[src/rtl/tc_clk_gate_pkg.sv]
package tc_clk_gate_pkg;

  typedef enum logic {
    MODE_CAPTURE = 1'b0,
    MODE_WAVE    = 1'b1
  } tc_mode_e;

  typedef struct packed {
    logic on_ldb_stop;
    logic on_ldb_dis;
    logic on_cpc_stop;
    logic on_cpc_dis;
  } tc_auto_t;

endpackage

[src/rtl/tc_sync.sv]
module tc_sync #(
  parameter int WIDTH  = 3,
  parameter int STAGES = 2
) (
  input  logic             clk,
  input  logic             rst,
  input  logic [WIDTH-1:0] d_async,
  output logic [WIDTH-1:0] q_sync
);

  logic [WIDTH-1:0] stg [STAGES];

  generate
    for (genvar si = 0; si < STAGES; si++) begin : g_stage
      if (si == 0) begin : g_first
        always_ff @(posedge clk) begin
          if (rst) stg[si] <= '0;
          else     stg[si] <= d_async;
        end
      end else begin : g_next
        always_ff @(posedge clk) begin
          if (rst) stg[si] <= '0;
          else     stg[si] <= stg[si-1];
        end
      end
    end
  endgenerate

  assign q_sync = stg[STAGES-1];

endmodule

[src/rtl/tc_clk_src.sv]
module tc_clk_src #(
  parameter int NUM_INT = 5,
  parameter int NUM_EXT = 3,
  parameter int SEL_W   = 3,
  parameter int BURST_W = 2
) (
  input  logic               clk,
  input  logic               rst,
  input  logic [NUM_INT-1:0] int_lvl,
  input  logic [NUM_EXT-1:0] ext_lvl,
  input  logic [SEL_W-1:0]   sel,
  input  logic               inv,
  input  logic [BURST_W-1:0] burst,
  output logic               rise
);

  localparam int NUM_SRC    = NUM_INT + NUM_EXT;
  localparam int SRC_SLOTS  = 1 << SEL_W;
  localparam int GATE_SLOTS = 1 << BURST_W;

  logic [SRC_SLOTS-1:0]  slot;
  logic [GATE_SLOTS-1:0] gate;
  logic                  lvl;
  logic                  prev_q;

  generate
    for (genvar gi = 0; gi < SRC_SLOTS; gi++) begin : g_slot
      if (gi < NUM_INT) begin : g_int
        assign slot[gi] = int_lvl[gi];
      end else if (gi < NUM_SRC) begin : g_ext
        assign slot[gi] = ext_lvl[gi-NUM_INT];
      end else begin : g_none
        assign slot[gi] = 1'b0;
      end
    end
    for (genvar gj = 0; gj < GATE_SLOTS; gj++) begin : g_gate
      if (gj == 0) begin : g_open
        assign gate[gj] = 1'b1;
      end else if (gj <= NUM_EXT) begin : g_ext
        assign gate[gj] = ext_lvl[gj-1];
      end else begin : g_shut
        assign gate[gj] = 1'b0;
      end
    end
  endgenerate

  // level after inversion and burst gating
  assign lvl = (slot[sel] ^ inv) & gate[burst];

  always_ff @(posedge clk) begin
    if (rst) prev_q <= 1'b0;
    else     prev_q <= lvl;
  end

  assign rise = lvl & ~prev_q;


  gate_low_chk: assert property (@(posedge clk) disable iff (rst)
    (!gate[burst]) |-> !rise);

endmodule

[src/rtl/tc_clk_ctrl.sv]
module tc_clk_ctrl
  import tc_clk_gate_pkg::*;
#(
  parameter int NUM_TRIG = 4
) (
  input  logic                clk,
  input  logic                rst,
  input  logic                cmd_en,
  input  logic                cmd_dis,
  input  logic [NUM_TRIG-1:0] trig,
  input  logic                wave_mode,
  input  tc_auto_t            auto_cfg,
  input  logic                ldb_evt,
  input  logic                cpc_evt,
  output logic                en_q,
  output logic                run_q,
  output logic                active_q
);

  logic is_wave, is_cap, any_trig;
  logic auto_dis, auto_stop, dis_now;
  logic en_d, run_d;

  assign is_wave  = (wave_mode == MODE_WAVE);
  assign is_cap   = (wave_mode == MODE_CAPTURE);
  assign any_trig = |trig;

  assign auto_dis  = (is_cap  & auto_cfg.on_ldb_dis  & ldb_evt) |
                     (is_wave & auto_cfg.on_cpc_dis  & cpc_evt);
  assign auto_stop = (is_cap  & auto_cfg.on_ldb_stop & ldb_evt) |
                     (is_wave & auto_cfg.on_cpc_stop & cpc_evt);
  assign dis_now   = cmd_dis | auto_dis;

  always_comb begin
    en_d  = en_q;
    run_d = run_q;
    if (dis_now) begin
      en_d  = 1'b0;
      run_d = 1'b0;
    end else begin
      if (cmd_en) en_d = 1'b1;
      if (en_q && any_trig)       run_d = 1'b1;
      else if (en_q && auto_stop) run_d = 1'b0;
    end
  end

  always_ff @(posedge clk) begin
    if (rst) begin
      en_q     <= 1'b0;
      run_q    <= 1'b0;
      active_q <= 1'b0;
    end else begin
      en_q     <= en_d;
      run_q    <= run_d;
      active_q <= en_d & run_d;
    end
  end


  dis_wins_chk: assert property (@(posedge clk) disable iff (rst)
    (cmd_en && cmd_dis) |=> (!en_q && !active_q));


  en_cmd_chk: assert property (@(posedge clk) disable iff (rst)
    (cmd_en && !dis_now) |=> en_q);


  flag_clear_chk: assert property (@(posedge clk) disable iff (rst)
    (!en_q) |=> !active_q);


  trig_start_chk: assert property (@(posedge clk) disable iff (rst)
    (en_q && any_trig && !dis_now) |=> active_q);


  ldb_dis_chk: assert property (@(posedge clk) disable iff (rst)
    (is_cap && auto_cfg.on_ldb_dis && ldb_evt) |=> !en_q);


  cpc_dis_chk: assert property (@(posedge clk) disable iff (rst)
    (is_wave && auto_cfg.on_cpc_dis && cpc_evt) |=> !en_q);


  auto_stop_chk: assert property (@(posedge clk) disable iff (rst)
    (auto_stop && !any_trig) |=> !active_q);


  status_chk: assert property (@(posedge clk) disable iff (rst)
    active_q |-> (en_q && run_q));

endmodule

[src/rtl/tc_clk_gate.sv]
module tc_clk_gate
  import tc_clk_gate_pkg::*;
#(
  parameter int NUM_INT     = 5,
  parameter int NUM_EXT     = 3,
  parameter int SYNC_STAGES = 2,
  parameter int NUM_TRIG    = 4,
  localparam int SEL_W      = $clog2(NUM_INT + NUM_EXT),
  localparam int BURST_W    = $clog2(NUM_EXT + 1)
) (
  input  logic               clk,
  input  logic               rst,
  input  logic [NUM_INT-1:0] int_clk,
  input  logic [NUM_EXT-1:0] xc_in,
  input  logic [SEL_W-1:0]   clk_sel,
  input  logic               clk_inv,
  input  logic [BURST_W-1:0] burst_sel,
  input  logic               wave_mode,
  input  logic               opt_ldb_stop,
  input  logic               opt_ldb_dis,
  input  logic               opt_cpc_stop,
  input  logic               opt_cpc_dis,
  input  logic               cmd_en,
  input  logic               cmd_dis,
  input  logic               trg_sw,
  input  logic               trg_sync,
  input  logic               trg_ext,
  input  logic               trg_cmp,
  input  logic               ldb_evt,
  input  logic               cpc_evt,
  output logic               cnt_en,
  output logic               clk_active
);

  logic [NUM_EXT-1:0]  xc_s;
  logic                src_rise;
  logic                en_q, run_q, active_q;
  logic                cnt_en_q;
  logic [NUM_TRIG-1:0] trig_vec;
  tc_auto_t            auto_cfg;

  assign trig_vec = NUM_TRIG'({trg_cmp, trg_ext, trg_sync, trg_sw});
  assign auto_cfg = '{on_ldb_stop: opt_ldb_stop, on_ldb_dis: opt_ldb_dis,
                      on_cpc_stop: opt_cpc_stop, on_cpc_dis: opt_cpc_dis};

  tc_sync #(.WIDTH(NUM_EXT), .STAGES(SYNC_STAGES)) u_sync (
    .clk     (clk),
    .rst     (rst),
    .d_async (xc_in),
    .q_sync  (xc_s)
  );

  tc_clk_src #(
    .NUM_INT (NUM_INT),
    .NUM_EXT (NUM_EXT),
    .SEL_W   (SEL_W),
    .BURST_W (BURST_W)
  ) u_src (
    .clk     (clk),
    .rst     (rst),
    .int_lvl (int_clk),
    .ext_lvl (xc_s),
    .sel     (clk_sel),
    .inv     (clk_inv),
    .burst   (burst_sel),
    .rise    (src_rise)
  );

  tc_clk_ctrl #(.NUM_TRIG(NUM_TRIG)) u_ctrl (
    .clk       (clk),
    .rst       (rst),
    .cmd_en    (cmd_en),
    .cmd_dis   (cmd_dis),
    .trig      (trig_vec),
    .wave_mode (wave_mode),
    .auto_cfg  (auto_cfg),
    .ldb_evt   (ldb_evt),
    .cpc_evt   (cpc_evt),
    .en_q      (en_q),
    .run_q     (run_q),
    .active_q  (active_q)
  );

  always_ff @(posedge clk) begin
    if (rst) cnt_en_q <= 1'b0;
    else     cnt_en_q <= src_rise & run_q & en_q;
  end

  assign cnt_en     = cnt_en_q;
  assign clk_active = active_q;


  reset_idle_chk: assert property (@(posedge clk)
    rst |=> (!cnt_en && !clk_active));


  single_pulse_chk: assert property (@(posedge clk) disable iff (rst)
    cnt_en |=> !cnt_en);


  pulse_needs_run_chk: assert property (@(posedge clk) disable iff (rst)
    cnt_en |-> $past(run_q));

endmodule

[config.mk]
export PLATFORM = sky130hd
export DESIGN_NAME = tc_clk_gate
export DESIGN_NICKNAME = d
export VERILOG_FILES = /design/src/rtl/tc_clk_gate_pkg.sv /design/src/rtl/tc_sync.sv /design/src/rtl/tc_clk_src.sv /design/src/rtl/tc_clk_ctrl.sv /design/src/rtl/tc_clk_gate.sv
export SDC_FILE = /design/constraint.sdc
export NUM_CORES = 1
export LEC_CHECK = 0
export BUFFER_PORTS_ARGS = -buffer_cell sky130_fd_sc_hd__buf_4
export CORE_AREA = 2 2 39 41
export DETAILED_ROUTE_END_ITERATION = 8
export DIE_AREA = 0 0 41 43
export PLACE_DENSITY = 0.66
export SLEW_MARGIN = 20
export SYNTH_ARGS = -nofsm -noshare
export SYNTH_HDL_FRONTEND = slang
export SYNTH_SLANG_ARGS = --single-unit
[constraint.sdc]
create_clock -name clk -period 2.9 [get_ports clk]
set_input_delay 0.435 -clock clk [delete_from_list [all_inputs] [get_ports clk]]
set_output_delay 0.435 -clock clk [all_outputs]
set_load 0.05 [all_outputs]
## Word level (Yosys, flattened, before mapping)

Memories as Yosys holds them, arrays and structs flattened.
Index checks and enable logic that the tools add are counted.

- Register bits after elaboration: 5
- RAM bits: 6
- Word-level logic and storage cells: 46
- Memories kept: 1

Memories:

| memory | depth | bits a word | rd ports | clocked after Yosys merged registers in | wr ports | line | source |
|---|---|---|---|---|---|---|---|
| u_sync.stg | 2 | 3 | 2 | 0 | 2 | tc_sync.sv:11 | `logic [WIDTH-1:0] stg [STAGES];` |

- Magnitude comparators: 2
- Multiplexer cells: 14
- Bitwise logic cells: 21
- Reductions and logical operators: 3

Operators with widths:

| kind | number |
|---|---|
| 1-bit bitwise AND | 13 |
| 1-bit 2-to-1 mux | 10 |
| 3-bit 2-to-1 mux | 2 |
| 1-bit bitwise OR | 5 |
| 3-bit by 4-bit < comparator with 1-bit output, second input constant | 1 |
| 4-bit OR reduction | 1 |
| 1-bit binary-select mux with 3-bit select | 1 |
| 2-bit by 3-bit < comparator with 1-bit output, second input constant | 1 |
| 1-bit binary-select mux with 2-bit select | 1 |
| 1-bit logical AND | 2 |
| 1-bit NOT | 2 |
| 1-bit XOR | 1 |

## Depth between registers and ports, before layout

Gate-level depths: netlist of run 1.

- Depth in word-level cells: 9
- Gate-level depth with buffers: 4
- Mapped depth without buffers: 4

## Cells and area by module

A second synthesis of run 1 with hierarchy kept.

- Cell total of the unflattened synthesis: 46
- Area, all modules: 505.5 um^2

Modules (own cells, without submodules):

| module | times used | cells an instance | area an instance (um^2) | seq. area each (um^2) |
|---|---|---|---|---|
| tc_clk_src | 1 | 17 | 178.9 | 20.0 |
| tc_sync | 1 | 12 | 157.7 | 120.1 |
| tc_clk_ctrl | 1 | 15 | 138.9 | 60.1 |
| tc_clk_gate | 1 | 2 | 30.0 | 20.0 |

## Worst setup path after synthesis of run 1

No wires, ideal clock.

- Path kind: input port to flip-flop
- Start point: input clk_sel[0]
- End point: register cnt_en_q, in the netlist cnt_en
- Library setup time: 0.092 ns
- Arrival time: 1.392 ns
- Path slack: 1.416 ns
- Stages: 4
- Path through: mux4_1 > mux2i_1 > xor2_1 > nor4_1

- Word-level cells in the longest chain between the ends: 7

Ends and longest elaborated chain:

| what | line | source |
|---|---|---|
| start: declaration | tc_clk_gate.sv:15 | `input logic [SEL_W-1:0] clk_sel,` |
| 1-bit binary-select mux with 3-bit select | tc_clk_src.sv:48 | `assign lvl = (slot[sel] ^ inv) & gate[burst];` |
| 1-bit 2-to-1 mux (implied by the code) | tc_clk_src.sv:48 |  |
| 1-bit XOR | tc_clk_src.sv:48 |  |
| 1-bit bitwise AND | tc_clk_src.sv:48 |  |
| 1-bit bitwise AND | tc_clk_src.sv:55 | `assign rise = lvl & ~prev_q;` |
| 1-bit bitwise AND (2 in series) | tc_clk_gate.sv:86 | `else cnt_en_q <= src_rise & run_q & en_q;` |
| end signal: assignment | tc_clk_gate.sv:86 |  |
| end: declaration | tc_clk_gate.sv:38 | `logic cnt_en_q;` |

Every way passes these cells. The select of a mux whose other input is x is not followed.
A chain may end at the register's enable or synchronous reset.

==> flow_results.xml, run 1 <==
<?xml version="1.0" encoding="UTF-8"?>
<metrics>
  <group name="sta">
    <metric name="unrepaired_setup_endpoints_after_global_routing" unit="">no</metric>
    <metric name="fin_crit_sh" unit="">0.477</metric>
    <metric name="fin_worst_skew" unit="ns">0.00615</metric>
    <metric name="timing.final.crit_period" unit="ns">1.38</metric>
    <metric name="worst_hold_slack" unit="ns">0.369</metric>
    <metric name="timing.final.hold_violations" unit="">0</metric>
    <metric name="final-max-slew-violation-count" unit="">0</metric>
    <metric name="setup-violations-final" unit="">0</metric>
    <metric name="setup-tns-final" unit="ns">0</metric>
    <metric name="fmax" unit="GHz">0.723</metric>
    <metric name="transition_at_the_pin_with_the_smallest_max_transition_slack" unit="ns">0.286</metric>
    <metric name="maxSlewHeadroom" unit="">0.809</metric>
  </group>
  <group name="global_routing">
    <metric name="global_route_wire_length_before_repair" unit="µm">1370</metric>
    <metric name="global_route.usage.total" unit="">0.118</metric>
    <metric name="grt_antenna_before_repair" unit="">0</metric>
    <metric name="grt_pass1_vias" unit="">378</metric>
    <metric name="grt_remaining_overflow" unit="">0</metric>
    <metric name="maximum_number_of_pins_on_one_net_before_global_route_repair" unit="">9</metric>
  </group>
  <group name="pwr">
    <metric name="net-switching-power" unit="µW">68.1</metric>
    <metric name="seq_power_share" unit="">0.511</metric>
    <metric name="intPower" unit="µW">243</metric>
    <metric name="switching_part_of_the_total_power" unit="">0.219</metric>
    <metric name="worst_ir_drop_vdd" unit="V">0.000245</metric>
    <metric name="power_density_over_cell_area" unit="nW/µm²">438</metric>
    <metric name="cellLeakagePower" unit="nW">0.338</metric>
    <metric name="power.share.combinational" unit="">0.163</metric>
    <metric name="power_frac_clock" unit="">0.326</metric>
  </group>
  <group name="critical_path">
    <metric name="timing.critical_path.slowest_stage_cell" unit="">sky130_fd_sc_hd__mux4_1</metric>
    <metric name="cp-start-kind" unit="">register</metric>
    <metric name="max_stage_delay" unit="ns">0.47</metric>
    <metric name="crit_chain" unit="">mux4_1 -&gt; mux2i_1 -&gt; xor2_1 -&gt; nor4_1</metric>
    <metric name="critPathLaunch" unit="">u_sync.stg[1][1]</metric>
    <metric name="critical_path_peak_fanout" unit="">2</metric>
    <metric name="reg2reg_from" unit="">u_sync.stg[1][1]</metric>
    <metric name="worst-setup-path-type" unit="">register to register</metric>
    <metric name="cp_num_buf_inv" unit="">0</metric>
    <metric name="cp-end-kind" unit="">register</metric>
    <metric name="signal_arrival_time_at_the_worst_endpoint" unit="ns">1.54</metric>
    <metric name="path_delay_family" unit="">multiplexers</metric>
    <metric name="required_time_of_the_worst_setup_path" unit="ns">3.05</metric>
  </group>
  <group name="hold_path">
    <metric name="holdCritPathClass" unit="">input pin to register</metric>
    <metric name="hold_start" unit="">xc_in[0]</metric>
  </group>
  <group name="clock_network">
    <metric name="post_cts.resized_instances" unit="">0</metric>
    <metric name="cts_sinks" unit="">11</metric>
    <metric name="cts_tree" unit="">yes</metric>
    <metric name="clock_tree.buffer_depth" unit="">2</metric>
    <metric name="number_of_hold_buffers_added_after_cts" unit="">0</metric>
    <metric name="clk_pin_slew_worst_paths" unit="ns">0.07</metric>
    <metric name="ctsRootBufferMaster" unit="">sky130_fd_sc_hd__clkbuf_4</metric>
    <metric name="worstSkewPairLatency" unit="ns">0.27</metric>
    <metric name="postCtsSetupBuffers" unit="">0</metric>
    <metric name="ctsHtreeMaxLevel" unit="">1</metric>
    <metric name="cts_made_buffers" unit="">3</metric>
  </group>
  <group name="drt">
    <metric name="wirelength" unit="µm">872</metric>
    <metric name="drcViolationCount" unit="">0</metric>
    <metric name="route.met3.wl" unit="µm">99</metric>
    <metric name="drt_pre_antenna_iters" unit="">2</metric>
    <metric name="via_total_after_detailed_routing" unit="">412</metric>
    <metric name="drtAntennaViolNets" unit="">0</metric>
    <metric name="dr.first_iter.drc_count" unit="">2</metric>
    <metric name="dr.max_layer_used" unit="">met4</metric>
    <metric name="routedLengthMet1" unit="µm">304</metric>
    <metric name="avgViaCountPerCell" unit="">4.58</metric>
    <metric name="route.detailed.wl_per_inst" unit="µm">9.69</metric>
    <metric name="met2_length" unit="µm">455</metric>
  </group>
  <group name="yosys">
    <metric name="synth-seq-cells" unit="">11</metric>
    <metric name="synth_area_leaders" unit="">sky130_fd_sc_hd__dfxtp_1, sky130_fd_sc_hd__mux4_1, sky130_fd_sc_hd__nor2b_1</metric>
    <metric name="synth_top_area_share" unit="">0.503</metric>
    <metric name="synth.yosys.seq_area_share" unit="">0.503</metric>
    <metric name="netlist_cell_types" unit="">17</metric>
    <metric name="synthesis.nets" unit="">69</metric>
    <metric name="synthesis.area_per_instance" unit="µm²">10.9</metric>
    <metric name="synth_largest_area_cell" unit="">sky130_fd_sc_hd__dfxtp_1</metric>
    <metric name="ys.warnings.count" unit="">0</metric>
    <metric name="netlist_instances" unit="">40</metric>
    <metric name="synth.cell_area" unit="µm²">438</metric>
  </group>
  <group name="floorplanning">
    <metric name="start_util" unit="">0.316</metric>
    <metric name="core.rowCount" unit="">14</metric>
    <metric name="core-area" unit="µm²">1380</metric>
    <metric name="die_area" unit="µm²">1760</metric>
    <metric name="die-width" unit="µm">41</metric>
    <metric name="die_height" unit="µm">43</metric>
    <metric name="num_io_pins" unit="">31</metric>
  </group>
  <group name="outcome">
    <metric name="outcome" unit="">complete, no violations</metric>
  </group>
  <group name="layout">
    <metric name="utilization" unit="">0.514</metric>
    <metric name="num_antenna_cells" unit="">0</metric>
    <metric name="flow.area_growth_from_synthesis" unit="%">62.3</metric>
    <metric name="fillcell_total" unit="">144</metric>
    <metric name="final_cell_mix" unit="">sky130_fd_sc_hd__buf_4, sky130_fd_sc_hd__dfxtp_1, sky130_fd_sc_hd__nor2b_1, sky130_fd_sc_hd__nor2_1, sky130_fd_sc_hd__clkbuf_4</metric>
    <metric name="layout.cells.most_common" unit="">sky130_fd_sc_hd__buf_4</metric>
    <metric name="fin_nets" unit="">104</metric>
    <metric name="layout-drive-gt1-share" unit="">0.459</metric>
  </group>
  <group name="flow_run">
    <metric name="max-cap-violations" unit="">0</metric>
  </group>
  <group name="place">
    <metric name="gp_routability_congestion" unit="">0.659</metric>
    <metric name="portBuffers" unit="">30</metric>
  </group>
</metrics>
layer usage:
metal / track usage / vias to the layer above
met5: 0 / -
met4: 0.0333 / 0
met3: 0.105 / 2
met2: 0.175 / 17
met1: 0.119 / 178
li1: - / 215
flip-flops by register name, indices dropped and copies added, names as in the netlist:
register and count:
u_ctrl.en_q 1, u_ctrl.run_q 1, u_ctrl.active_q 1, u_src.prev_q 1, u_sync.stg 6, cnt_en 1
logic make-up after synthesis:
kind of cell / share of synthesized area
muxes: 0.166
AOI/OAI and AO/OA: 0.0686
DFF: 0.503
xor gates and xnor gates: 0.0200
and+or+nand+nor: 0.243
cells in the mapped netlist, drive strengths merged:
cell	number
nor2b	6
mux4	2
and3	1
or4	1
xor2	1
nand3	1
and3b	1
a22oi	1
nor3	1
dfxtp	11
nor4	1
o211ai	1
o21ai	1
nand2	2
a221o	1
nor2	6
mux2i	2
per-stage QoR:
step	instances	worst slack (ns)	power, mW	instance area, µm²
2_1_floorplan	40	1.42	0.180	438
3_3_place_gp	86	1.29	0.212	683
3_5_place_dp	86	1.25	0.214	683
4_1_cts	90	1.51	0.318	711
5_1_grt	90	1.43	0.330	711
6_report	90	1.52	0.311	711
final timing paths:
path                      endpoint  slack, ns  cells after the start
setup / recovery            cnt_en       1.52                      4
hold / removal    u_sync.stg[0][0]       0.37                      2
setup reg to reg            cnt_en       1.52                      4
hold reg to reg             cnt_en       0.40                      1
worst reg2reg max path: cells and delay by family, from the launching register on:
kind	cells	cell delay (ns)
AND/OR/NAND/NOR	1	0.08
flip-flops	1	0.32
multiplexers	2	0.64
XOR/XNOR	1	0.23
area by class of cell:
type / instances / area [µm²] / area share
Sequential cell: 11 / 220 / 0.310
Tap cell: 16 / 20.0 / 0.0282
Clock buffer: 3 / 22.5 / 0.0317
Clock inverter: 1 / 5.00 / 0.00704
Timing Repair Buffer: 30 / 225 / 0.317
Multi-Input combinational cell: 29 / 218 / 0.306
power groups by stage:
stage	logic (mW)	clock network, mW	registers [mW]
CTS	0.0513	0.107	0.159
global placement	0.0497	0	0.163
finish	0.0507	0.102	0.159
floorplan	0.0172	0	0.163
global route	0.0552	0.115	0.160
detailed placement	0.0512	0	0.163
No activity file was read; power rests on OpenSTA's default activity.
==> run 2, diff against run 1 <==
--- a/config.mk
+++ b/config.mk
@@ -5,11 +5,12 @@
 export SDC_FILE = /design/constraint.sdc
 export NUM_CORES = 1
 export LEC_CHECK = 0
+export ABC_AREA = 1
 export BUFFER_PORTS_ARGS = -buffer_cell sky130_fd_sc_hd__buf_4
-export CORE_AREA = 2 2 39 41
+export CORE_MARGIN = 1.5
+export CORE_UTILIZATION = 40
 export DETAILED_ROUTE_END_ITERATION = 8
-export DIE_AREA = 0 0 41 43
-export PLACE_DENSITY = 0.66
+export PLACE_DENSITY = 0.73
 export SLEW_MARGIN = 20
 export SYNTH_ARGS = -nofsm -noshare
 export SYNTH_HDL_FRONTEND = slang
==> constraint.sdc (replaced) <==
create_clock -name clk -period 1.4 [get_ports clk]
set_input_delay 0.21 -clock clk [delete_from_list [all_inputs] [get_ports clk]]
set_output_delay 0.21 -clock clk [all_outputs]
set_load 0.05 [all_outputs]
==> run 2 against run 1 <==
Sequential cell count unchanged. Hold slack worse by 0.22 ns. Final area up 11%. Area after synthesis up 20%. Worst setup slack worse by 1.1 ns. Critical path type is now register to output pin. Highest routed layer is now met3.
==> flow_results.xml, run 2 <==
<?xml version="1.0" encoding="UTF-8"?>
<metrics>
  <group name="drt">
    <metric name="route.met3.wl" unit="µm">94</metric>
    <metric name="drcViolationCount" unit="">0</metric>
    <metric name="met2_length" unit="µm">533</metric>
    <metric name="avgViaCountPerCell" unit="">4.50</metric>
    <metric name="wirelength" unit="µm">1020</metric>
    <metric name="dr.max_layer_used" unit="">met3</metric>
    <metric name="via_total_after_detailed_routing" unit="">558</metric>
    <metric name="drtAntennaViolNets" unit="">0</metric>
    <metric name="drt_pre_antenna_iters" unit="">3</metric>
    <metric name="dr.first_iter.drc_count" unit="">3</metric>
    <metric name="route.detailed.wl_per_inst" unit="µm">8.23</metric>
    <metric name="routedLengthMet1" unit="µm">392</metric>
  </group>
  <group name="clock_network">
    <metric name="clock_tree.buffer_depth" unit="">2</metric>
    <metric name="cts_made_buffers" unit="">3</metric>
    <metric name="worstSkewPairLatency" unit="ns">0.26</metric>
    <metric name="cts_sinks" unit="">11</metric>
    <metric name="post_cts.resized_instances" unit="">0</metric>
    <metric name="postCtsSetupBuffers" unit="">0</metric>
    <metric name="clk_pin_slew_worst_paths" unit="ns">0.06</metric>
    <metric name="cts_tree" unit="">yes</metric>
    <metric name="ctsRootBufferMaster" unit="">sky130_fd_sc_hd__clkbuf_4</metric>
    <metric name="number_of_hold_buffers_added_after_cts" unit="">0</metric>
    <metric name="ctsHtreeMaxLevel" unit="">1</metric>
  </group>
  <group name="yosys">
    <metric name="netlist_cell_types" unit="">16</metric>
    <metric name="ys.warnings.count" unit="">0</metric>
    <metric name="synth-seq-cells" unit="">11</metric>
    <metric name="postSynth.asyncResetShare" unit="">0</metric>
    <metric name="synth_xor_xnor_area_share" unit="">0</metric>
    <metric name="synth.cell_area" unit="µm²">527</metric>
    <metric name="yosys.cell_count.top_type" unit="">sky130_fd_sc_hd__inv_1</metric>
    <metric name="synth_top_family_by_area" unit="">simple AND/OR/NAND/NOR gates</metric>
    <metric name="synth_top_area_share" unit="">0.418</metric>
    <metric name="synth_largest_area_cell" unit="">sky130_fd_sc_hd__dfxtp_1</metric>
    <metric name="synth_fa_ha_area_frac" unit="">0</metric>
    <metric name="synth_simple_gate_area_frac" unit="">0.356</metric>
    <metric name="yosys_most_used_dff" unit="">sky130_fd_sc_hd__dfxtp_1</metric>
    <metric name="synth.yosys.seq_area_share" unit="">0.418</metric>
    <metric name="synthesis.area_per_instance" unit="µm²">6.84</metric>
    <metric name="synth_edf_count" unit="">0</metric>
    <metric name="netlist_instances" unit="">77</metric>
    <metric name="synth.mux.area_fraction" unit="">0</metric>
    <metric name="yosys-top-cells-count" unit="">sky130_fd_sc_hd__inv_1, sky130_fd_sc_hd__nand2_1, sky130_fd_sc_hd__dfxtp_1, sky130_fd_sc_hd__nor2_1, sky130_fd_sc_hd__nand3_1</metric>
    <metric name="synth_area_leaders" unit="">sky130_fd_sc_hd__dfxtp_1, sky130_fd_sc_hd__inv_1, sky130_fd_sc_hd__nand3_1</metric>
    <metric name="synth_compound_area_frac" unit="">0.0736</metric>
    <metric name="synthesis.nets" unit="">106</metric>
  </group>
  <group name="floorplanning">
    <metric name="num_io_pins" unit="">31</metric>
    <metric name="core.rowCount" unit="">12</metric>
    <metric name="die_height" unit="µm">39.3</metric>
    <metric name="start_util" unit="">0.450</metric>
    <metric name="die-width" unit="µm">39.3</metric>
    <metric name="die_area" unit="µm²">1540</metric>
    <metric name="core-area" unit="µm²">1170</metric>
  </group>
  <group name="place">
    <metric name="detailed_place_hpwl" unit="µm">874</metric>
    <metric name="gp_routability_congestion" unit="">0.634</metric>
    <metric name="placement.cell_area" unit="µm²">764</metric>
    <metric name="portBuffers" unit="">30</metric>
  </group>
  <group name="hold_path">
    <metric name="hold_start" unit="">xc_in[1]</metric>
    <metric name="hold-path-cell-count" unit="">3</metric>
    <metric name="worstHoldEndpoint" unit="">u_sync.stg[0][1]</metric>
    <metric name="holdCritPathClass" unit="">input pin to register</metric>
  </group>
  <group name="critical_path">
    <metric name="max_stage_delay" unit="ns">0.31</metric>
    <metric name="worst-setup-path-type" unit="">register to output pin</metric>
    <metric name="regToRegSetupSlack" unit="ns">0.47</metric>
    <metric name="timing.critical_path.slowest_stage_cell" unit="">sky130_fd_sc_hd__dfxtp_1</metric>
    <metric name="cp-end-kind" unit="">output pin</metric>
    <metric name="reg2regPathDepth" unit="">8</metric>
    <metric name="cp-start-kind" unit="">register</metric>
    <metric name="signal_arrival_time_at_the_worst_endpoint" unit="ns">0.76</metric>
    <metric name="crit_chain" unit="">buf_4</metric>
    <metric name="path_delay_family" unit="">flip-flops</metric>
    <metric name="reg2reg_from" unit="">u_sync.stg[1][2]</metric>
    <metric name="required_time_of_the_worst_setup_path" unit="ns">1.19</metric>
    <metric name="regToRegEndpoint" unit="">cnt_en</metric>
    <metric name="cp_num_buf_inv" unit="">1</metric>
    <metric name="critical_path_peak_fanout" unit="">1</metric>
  </group>
  <group name="sta">
    <metric name="fin_crit_sh" unit="">0.694</metric>
    <metric name="final-max-slew-violation-count" unit="">0</metric>
    <metric name="timing.final.crit_period" unit="ns">0.971</metric>
    <metric name="setup-tns-final" unit="ns">0</metric>
    <metric name="fin_worst_skew" unit="ns">0.000661</metric>
    <metric name="transition_at_the_pin_with_the_smallest_max_transition_slack" unit="ns">0.232</metric>
    <metric name="maxSlewHeadroom" unit="">0.844</metric>
    <metric name="setup-violations-final" unit="">0</metric>
    <metric name="unrepaired_setup_endpoints_after_global_routing" unit="">no</metric>
    <metric name="fmax" unit="GHz">1.03</metric>
    <metric name="timing.final.hold_violations" unit="">0</metric>
  </group>
  <group name="layout">
    <metric name="layout-drive-gt1-share" unit="">0.355</metric>
    <metric name="final_cell_mix" unit="">sky130_fd_sc_hd__buf_4, sky130_fd_sc_hd__inv_1, sky130_fd_sc_hd__nand2_1, sky130_fd_sc_hd__nor2_1, sky130_fd_sc_hd__dfxtp_1</metric>
    <metric name="largest-register" unit="">u_sync.stg</metric>
    <metric name="num_antenna_cells" unit="">0</metric>
    <metric name="fillcell_total" unit="">115</metric>
    <metric name="fin_nets" unit="">140</metric>
    <metric name="flow.area_growth_from_synthesis" unit="%">50.1</metric>
    <metric name="layout.cells.most_common" unit="">sky130_fd_sc_hd__buf_4</metric>
    <metric name="design_area" unit="µm²">791</metric>
    <metric name="largest_register_ff_count" unit="">6</metric>
  </group>
  <group name="pwr">
    <metric name="cellLeakagePower" unit="nW">0.436</metric>
    <metric name="power_density_over_cell_area" unit="nW/µm²">833</metric>
    <metric name="worst_ir_drop_vdd" unit="V">0.000509</metric>
  </group>
  <group name="flow_run">
    <metric name="max-cap-violations" unit="">0</metric>
  </group>
  <group name="global_routing">
    <metric name="grt_antenna_before_repair" unit="">0</metric>
    <metric name="grt_remaining_overflow" unit="">0</metric>
    <metric name="grt_pass1_vias" unit="">487</metric>
    <metric name="global_route_wire_length_before_repair" unit="µm">1640</metric>
    <metric name="global_route.usage.total" unit="">0.161</metric>
    <metric name="maximum_number_of_pins_on_one_net_before_global_route_repair" unit="">10</metric>
  </group>
  <group name="outcome">
    <metric name="outcome" unit="">complete, no violations</metric>
  </group>
</metrics>
## run 2: cell types whose count changed after synthesis, moves of 2 or more
cell / delta
sky130_fd_sc_hd__mux4_1: -2
sky130_fd_sc_hd__inv_1: +19
sky130_fd_sc_hd__nand3_2: +3
sky130_fd_sc_hd__mux2i_1: -2
sky130_fd_sc_hd__nand3_1: +8
sky130_fd_sc_hd__a21oi_1: +2
sky130_fd_sc_hd__nor2b_1: -6
sky130_fd_sc_hd__nand2_2: +2
sky130_fd_sc_hd__nand2_1: +10
sky130_fd_sc_hd__nor2_1: +5
## run 2: cell families after synthesis
group	after synthesis
buffers and inverters	21
AOI/OAI and AO/OA	6
DFF	11
and+or+nand+nor	39
## run 2: report_power, final
part           internal [mW]  switching, mW
combinational         0.0745         0.0519
sequential             0.325        0.00448
clock                  0.110         0.0930
total                  0.509          0.149
## run 2: how the worst max path moves through the flow
stage | from | end | slack [ns] | cells past startpoint
floorplan | trg_sync | u_ctrl.active_q | 0.46 | 3
global placement | trg_sync | u_ctrl.active_q | 0.32 | 4
detailed placement | trg_sync | u_ctrl.run_q | 0.29 | 4
CTS | cnt_en | cnt_en | 0.41 | 1
global route | u_sync.stg[1][2] | cnt_en | 0.33 | 7
finish | cnt_en | cnt_en | 0.43 | 1
## run 2: through the flow
stage	utilization	setup slack [ns]	instances	total power, mW	hold slack [ns]
final	0.675	0.429	124	0.659	0.147
after global routing	0.675	0.325	124	0.697	0.149
after CTS	0.675	0.411	124	0.670	0.140
after detailed placement	0.653	0.295	120	0.464	0.396
after global placement	0.653	0.319	120	0.461	0.389
after floorplan	-	0.457	77	0.391	0.317
## run 2: layout make-up
| cell class | count | area [µm²] | share of cell area |
|---|---|---|---|
| multi-input cells | 45 | 226 | 0.286 |
| clock buffers | 4 | 26.3 | 0.0332 |
| flip-flops and latches | 11 | 220 | 0.278 |
| well taps | 14 | 17.5 | 0.0222 |
| repair buffers | 30 | 225 | 0.285 |
| inverters | 20 | 75.1 | 0.0949 |
## run 2: metal layers
layer | GRT usage | up-vias
li1 | - | 299
met1 | 0.148 | 234
met2 | 0.325 | 25
met3 | 0.0341 | 0
met4 | 0.0776 | 0
met5 | 0 | -
## run 2: worst min-delay path, cell delays in order
cell	delay, ns
sky130_fd_sc_hd__buf_4	0.08
sky130_fd_sc_hd__inv_1	0.03
sky130_fd_sc_hd__nor2_1	0.06
